[src/rtl/opstat_pkg.sv]
package opstat_pkg;
  typedef enum logic [1:0] {
    OPK_PROGRAM = 2'd0,
    OPK_PAGE    = 2'd1,
    OPK_SECTOR  = 2'd2,
    OPK_CHIP    = 2'd3
  } op_kind_e;
endpackage

[src/rtl/opstat_tracker.sv]
module opstat_tracker
  import opstat_pkg::*;
#(
  parameter int ADDR_W = 19,
  parameter int DATA_W = 8
) (
  input  logic              clk,
  input  logic              rst,
  input  logic              op_start,
  input  logic [1:0]        op_kind,
  input  logic [ADDR_W-1:0] op_addr,
  input  logic [DATA_W-1:0] op_data,
  input  logic              op_done,
  output logic              busy,
  output logic              is_prog,
  output logic              prog_msb,
  output logic [ADDR_W-1:0] tgt_addr,
  output logic              accept
);
  localparam int MSB = DATA_W - 1;

  assign accept = op_start && !busy;

  always_ff @(posedge clk) begin
    if (rst) begin
      busy     <= 1'b0;
      is_prog  <= 1'b0;
      prog_msb <= 1'b0;
      tgt_addr <= '0;
    end else if (busy) begin
      if (op_done) busy <= 1'b0;
    end else if (op_start) begin
      busy     <= 1'b1;
      is_prog  <= (op_kind_e'(op_kind) == OPK_PROGRAM);
      prog_msb <= op_data[MSB];
      tgt_addr <= op_addr;
    end
  end

  // done while busy returns the block to read mode
  assert_done_ends_R9: assert property (@(posedge clk) disable iff (rst)
    (busy && op_done) |=> !busy);

  // a start during a running operation leaves its context untouched
  assert_start_ignored_R10: assert property (@(posedge clk) disable iff (rst)
    (busy && op_start && !op_done) |=> (busy && $stable(tgt_addr) && $stable(prog_msb) && $stable(is_prog)));
endmodule

[src/rtl/opstat_toggle.sv]
module opstat_toggle (
  input  logic clk,
  input  logic rst,
  input  logic clear,
  input  logic advance,
  output logic tog
);
  always_ff @(posedge clk) begin
    if (rst || clear) tog <= 1'b0;
    else if (advance) tog <= ~tog;
  end

  // each counted busy read inverts the toggle
  assert_toggle_flip_R7: assert property (@(posedge clk) disable iff (rst)
    (advance && !clear) |=> (tog != $past(tog)));

  // an accepted start clears the toggle
  assert_toggle_clear_R7: assert property (@(posedge clk) disable iff (rst)
    clear |=> !tog);
endmodule

[src/rtl/opstat_reporter.sv]
module opstat_reporter #(
  parameter int ADDR_W = 19,
  parameter int DATA_W = 8
) (
  input  logic              clk,
  input  logic              rst,
  input  logic              op_start,
  input  logic [1:0]        op_kind,
  input  logic [ADDR_W-1:0] op_addr,
  input  logic [DATA_W-1:0] op_data,
  input  logic              op_done,
  input  logic              ce_read,
  input  logic              oe_read,
  input  logic [ADDR_W-1:0] rd_addr,
  input  logic [DATA_W-1:0] arr_data,
  output logic [DATA_W-1:0] rd_data
);
  localparam int POLL_BIT = DATA_W - 1;
  localparam int TOG_BIT  = DATA_W - 2;

  logic              busy, is_prog, prog_msb, accept, tog;
  logic [ADDR_W-1:0] tgt_addr;
  logic              rd_any, at_target;
  logic [DATA_W-1:0] status_byte;

  opstat_tracker #(.ADDR_W(ADDR_W), .DATA_W(DATA_W)) u_track (
    .clk(clk), .rst(rst), .op_start(op_start), .op_kind(op_kind),
    .op_addr(op_addr), .op_data(op_data), .op_done(op_done),
    .busy(busy), .is_prog(is_prog), .prog_msb(prog_msb),
    .tgt_addr(tgt_addr), .accept(accept)
  );

  assign rd_any = ce_read || oe_read;

  opstat_toggle u_tog (
    .clk(clk), .rst(rst), .clear(accept),
    .advance(rd_any && busy), .tog(tog)
  );

  assign at_target = (rd_addr == tgt_addr);

  always_comb begin
    status_byte           = '0;
    status_byte[POLL_BIT] = is_prog && at_target && !prog_msb;
    status_byte[TOG_BIT]  = tog;
  end

  always_ff @(posedge clk) begin
    if (rst) rd_data <= '0;
    else if (rd_any) rd_data <= busy ? status_byte : arr_data;
  end

  // reset leaves the output cleared
  assert_reset_clear_R1: assert property (@(posedge clk)
    rst |=> (rd_data == '0));

  // idle reads pass the array byte
  assert_idle_true_R2: assert property (@(posedge clk) disable iff (rst)
    (rd_any && !busy) |=> (rd_data == $past(arr_data)));

  // the output holds between reads
  assert_hold_R2: assert property (@(posedge clk) disable iff (rst)
    !rd_any |=> $stable(rd_data));

  // low status bits are zero while busy
  assert_low_zero_R6: assert property (@(posedge clk) disable iff (rst)
    (rd_any && busy) |=> (rd_data[TOG_BIT-1:0] == '0));

  // polling bit is zero for erases and off-target reads
  assert_poll_zero_R5: assert property (@(posedge clk) disable iff (rst)
    (rd_any && busy && (!is_prog || !at_target)) |=> !rd_data[POLL_BIT]);
endmodule

[config.mk]
export PLATFORM = sky130hd
export DESIGN_NAME = opstat_reporter
export DESIGN_NICKNAME = d
export VERILOG_FILES = /design/src/rtl/opstat_pkg.sv /design/src/rtl/opstat_tracker.sv /design/src/rtl/opstat_toggle.sv /design/src/rtl/opstat_reporter.sv
export SDC_FILE = /design/constraint.sdc
export NUM_CORES = 1
export LEC_CHECK = 0
export CAP_MARGIN = 20
export CORE_MARGIN = 5
export CORE_UTILIZATION = 39
export DETAILED_ROUTE_END_ITERATION = 10
export PLACE_DENSITY = 0.79
export SYNTH_ARGS = -nofsm -noshare
export SYNTH_HDL_FRONTEND = slang
export SYNTH_SLANG_ARGS = --single-unit
[constraint.sdc]
create_clock -name clk -period 1.2 [get_ports clk]
set_input_delay 0.24 -clock clk [delete_from_list [all_inputs] [get_ports clk]]
set_output_delay 0.24 -clock clk [all_outputs]
set_load 0.05 [all_outputs]
[After elaboration in Yosys (flattened, before gate mapping)]
Cells that the tools add are included.
Word-level totals
  register bits: 31
  latch bits: 0
  RAM bits: 0
  memory bits (read-only): 0
  input bits: 62
  memories kept: 0
Operators by class
  add/sub/neg operators: 0
  multiply operators: 0
  divide/modulo/power cells: 0
  magnitude comparators: 0
  equality and inequality tests: 1
  shifts and indexed selects: 0
  multiplexer cells: 4
  bitwise logic cells: 2
  reductions and logical operators: 10
Operators with widths (count)
  $eq 19x19->1: 1
  $mux 8: 1
  $logic_and 1x1->1: 4
  $mux 1: 3
  $logic_not 1->1: 2
  $logic_not 2->1: 1
  $logic_or 1x1->1: 2
  $not 1->1: 2
  $reduce_and 2->1: 1

[Depth between registers and ports, before layout]
  depth in word-level cells: 4
  depth in mapped cells: 5
  mapped depth without buffers: 4

[Hierarchy]
Synthesis repeated with hierarchy kept, for this count alone.
Unflattened totals
  cell total of the unflattened synthesis: 166
  area total of the unflattened synthesis: 1382.6 µm²
By module, submodules not included
  opstat_tracker: times used 1, cells each 95, area each 770.7 µm², seq. area each 440.4 µm²
  opstat_reporter: times used 1, cells each 68, area each 573.0 µm², seq. area each 160.2 µm²
  opstat_toggle: times used 1, cells each 3, area each 38.8 µm², seq. area each 20.0 µm²

[Worst setup path before layout]
Ideal clock, no wire load.
  kind: register to register
  start point: register rd_data[7] (netlist name)
  end point: register rd_data[7]
  setup time: 0.069 ns
  arrival: 1.016 ns
  slack: 0.115 ns
  stages on the path, launching flop included: 5
  path buffers: 0
  clock period less this slack: 1.085 ns
  path through: dfxtp_1 nor3_1 nor2_1 nand4_1 o21ai_1
RTL lines
  end signal, assigned: RTL line opstat_reporter.sv:50  | else if (rd_any) rd_data <= busy ? status_byte : arr_data;
  end, declared: RTL line opstat_reporter.sv:16  | output logic [DATA_W-1:0] rd_data

[Worst setup path after layout]
  start point: register rd_data[7]
  end point: output port rd_data[7]
No word-level cell between the ends.

==> results_dict.tcl <==
set metrics [dict create \
    r2r_cells 4 \
    die_h_um 69.19 \
    clkSinkCount 31 \
    critPathRequiredTime_ns 0.96 \
    cts_buffers 5 \
    setup_slack_ns 0.06466 \
    ant_nets 0 \
    seq_area_um2 623.1 \
    cts_buffer_depth 2 \
    tightest_slew_ns 0.2660 \
    ys_seq_elements 31 \
    dieArea_mm2 0.004787 \
    synth_seq_area_share 0.4542 \
    grtUsageTotal 0.1477 \
    clk_pin_slew_ns 0.09 \
    wl_per_cell_um 11.96 \
    cellPowerDensity_mw_per_mm2 1073 \
    path_depth 1 \
    cp.arrival_ns 0.90 \
    holdPathStages 3 \
    worstPathMaxFanout 2 \
    cts_tree "done" \
    cts_setup_buffers 0 \
    fmax_mhz 880.8 \
    slew_violations 0 \
    syn_nets 228 \
    firstDrtPassIters 5 \
    status "finished clean" \
    worstSetupPathType "reg -> out" \
    dp_slack_ns -0.3194 \
    vdd_drop_max_v 0.0007790 \
    areaGrowthSynthToFinish_pct 64.47 \
    setup_viol 0 \
    wirelength_um 3384 \
    grt_pass1_vias 1290 \
    grt_overflow 0 \
    post-route-period-util 0.9461 \
    relSlewSlack 0.8211 \
    cpMaxStageDelayCell "dfxtp_1" \
    cp_cell_sequence "buf_12" \
    grt_setup_unrepaired "true" \
    antennaDiodeCount 0 \
    start_kind "flip-flop" \
    max_cap_viol_count 0 \
    drt_iter0_markers 36 \
    core_area_mm2 0.003363 \
    cp_top_family "flip-flops" \
    min_period_ns 1.135 \
    grt_max_degree 17 \
    synth_area_mm2 0.001366 \
    route.vias.total 1317 \
    finalWeightedCongestion 0.7483 \
    grt_pass1_wl_um 5754 \
    fin_nets 298 \
    critPathCaptureType "primary output" \
    hold_class "in -> reg" \
    via_per_inst 4.654 \
    yosys_warnings 0 \
    antenna_found_initial 0 \
    num_io_pins 70 \
    row_count 21 \
    synth_cell_types 20 \
    drc 0 \
    worst-path-buf-inv 1 \
    drive_gt1_frac 0.1350 \
    cpPeakStageDelay_ns 0.41 \
    multiInputGateArea_um2 696.9 \
    total_power_uw 2410 \
    start_util 0.4062 \
    timing_hold_violations_final 0 \
    root_buffer "clkbuf_4" \
    fillers 312 \
    power_leakage_uw 0.0008999 \
    skew_ns 0.003407 \
    die_width_um 69.19 \
    h-tree-depth 2 \
    synth_area_per_cell_um2 8.231 \
    clk_latency_ns 0.32 \
    syn_inst 166 \
    port_buffers 62 \
    hpwl_um 2729 \
]
[state kept, by name (all words and copies together), names as in the netlist]
name              count
u_track.busy          1
rd_data               8
u_tog.tog             1
u_track.is_prog       1
u_track.tgt_addr     19
u_track.prog_msb      1
[per-stage QoR]
stage               std cells   TNS, ns  instance area [µm²]  utilization  hold slack, ns
finish                    283         0                 2247       0.6682          0.4551
global route              283  -0.02774                 2247       0.6682          0.4414
CTS                       283         0                 2242       0.6667          0.4418
global placement          275    -3.999                 2173       0.6462          0.4457
floorplan                 166         0                 1366            -          0.3760
detailed placement        275    -4.235                 2173       0.6462          0.4489
[layer usage]
metal | part of all wire | track usage | vias up
li1 | - | - | 691
met1 | 0.44 | 0.1705 | 585
met2 | 0.48 | 0.2458 | 37
met3 | 0.072 | 0.05507 | 4
met4 | 0.011 | 0.05857 | 0
met5 | 0 | 0 | -
[cells in the final DEF, fill, tap and decap left out, types with 4 or more instances in the layout]
cell             synthesis  routed
nand2_1                 41      41
buf_4                    4       8
clkbuf_4                 0       5
nor3b_1                  6       6
clkdlybuf4s50_1          0      54
dfxtp_1                 31      29
nor2_1                  11      11
xor2_1                  20      20
nor3_1                   4       4
buf_12                   0      10
a21oi_1                 29      29
[Yosys cell counts]
| master | count | area share |
|---|---|---|
| a21oi_1 | 29 | 0.11 |
| and2b_1 | 2 | 0.011 |
| buf_2 | 2 | 0.0073 |
| buf_4 | 4 | 0.022 |
| clkbuf_1 | 3 | 0.0082 |
| dfxtp_1 | 31 | 0.45 |
| mux2i_1 | 1 | 0.0073 |
| nand2_1 | 41 | 0.11 |
| nand2b_1 | 2 | 0.0092 |
| nand3_1 | 1 | 0.0037 |
| nand4_1 | 1 | 0.0046 |
| nor2_1 | 11 | 0.030 |
| nor2_2 | 1 | 0.0046 |
| nor3_1 | 4 | 0.015 |
| nor3b_1 | 6 | 0.033 |
| nor4_1 | 1 | 0.0046 |
| nor4_2 | 3 | 0.027 |
| o21ai_0 | 2 | 0.0073 |
| o21ai_1 | 1 | 0.0037 |
| xor2_1 | 20 | 0.13 |
[timing repair]
item | in CTS | in global routing
setup endpoints to repair | 1 | 20
hold buffers | 0 | 0
pin swaps | 3 | 2
gates resized for setup | 0 | 3
[cell families after synthesis]
kind of cell,after synthesis,share of synthesized area
compound gates,32,0.1172
flops,31,0.4542
simple gates,73,0.2555
buf+inv,9,0.03755
mux,1,0.007326
xor+xnor,20,0.1282
[area by class of cell]
class	instances	share of cell area
sequential	31	0.2773
timing repair buffer	72	0.3563
clock buffer	8	0.03062
tap	46	0.02561
multi-input combinational	126	0.3101
[worst paths after layout]
path                                                     endpoint                               from  slack [ns]
worst max-delay path                                   rd_data[7]            rd_data[7]$_SDFFE_PP0N_        0.06
worst min-delay path            u_track.tgt_addr[17]$_SDFFE_PP0P_                        op_addr[17]        0.46
worst max register to register            rd_data[7]$_SDFFE_PP0N_  u_track.tgt_addr[14]$_SDFFE_PP0P_        0.07
worst min register to register      u_track.prog_msb$_SDFFE_PP0P_      u_track.prog_msb$_SDFFE_PP0P_        0.46
[power breakdown]
group	switching, µW	internal, µW	total (µW)
clock	337	345	682
sequential	49.3	1090	1140
combinational	242	345	587
total	628	1780	2410
No activity file was read; power rests on OpenSTA's default activity.
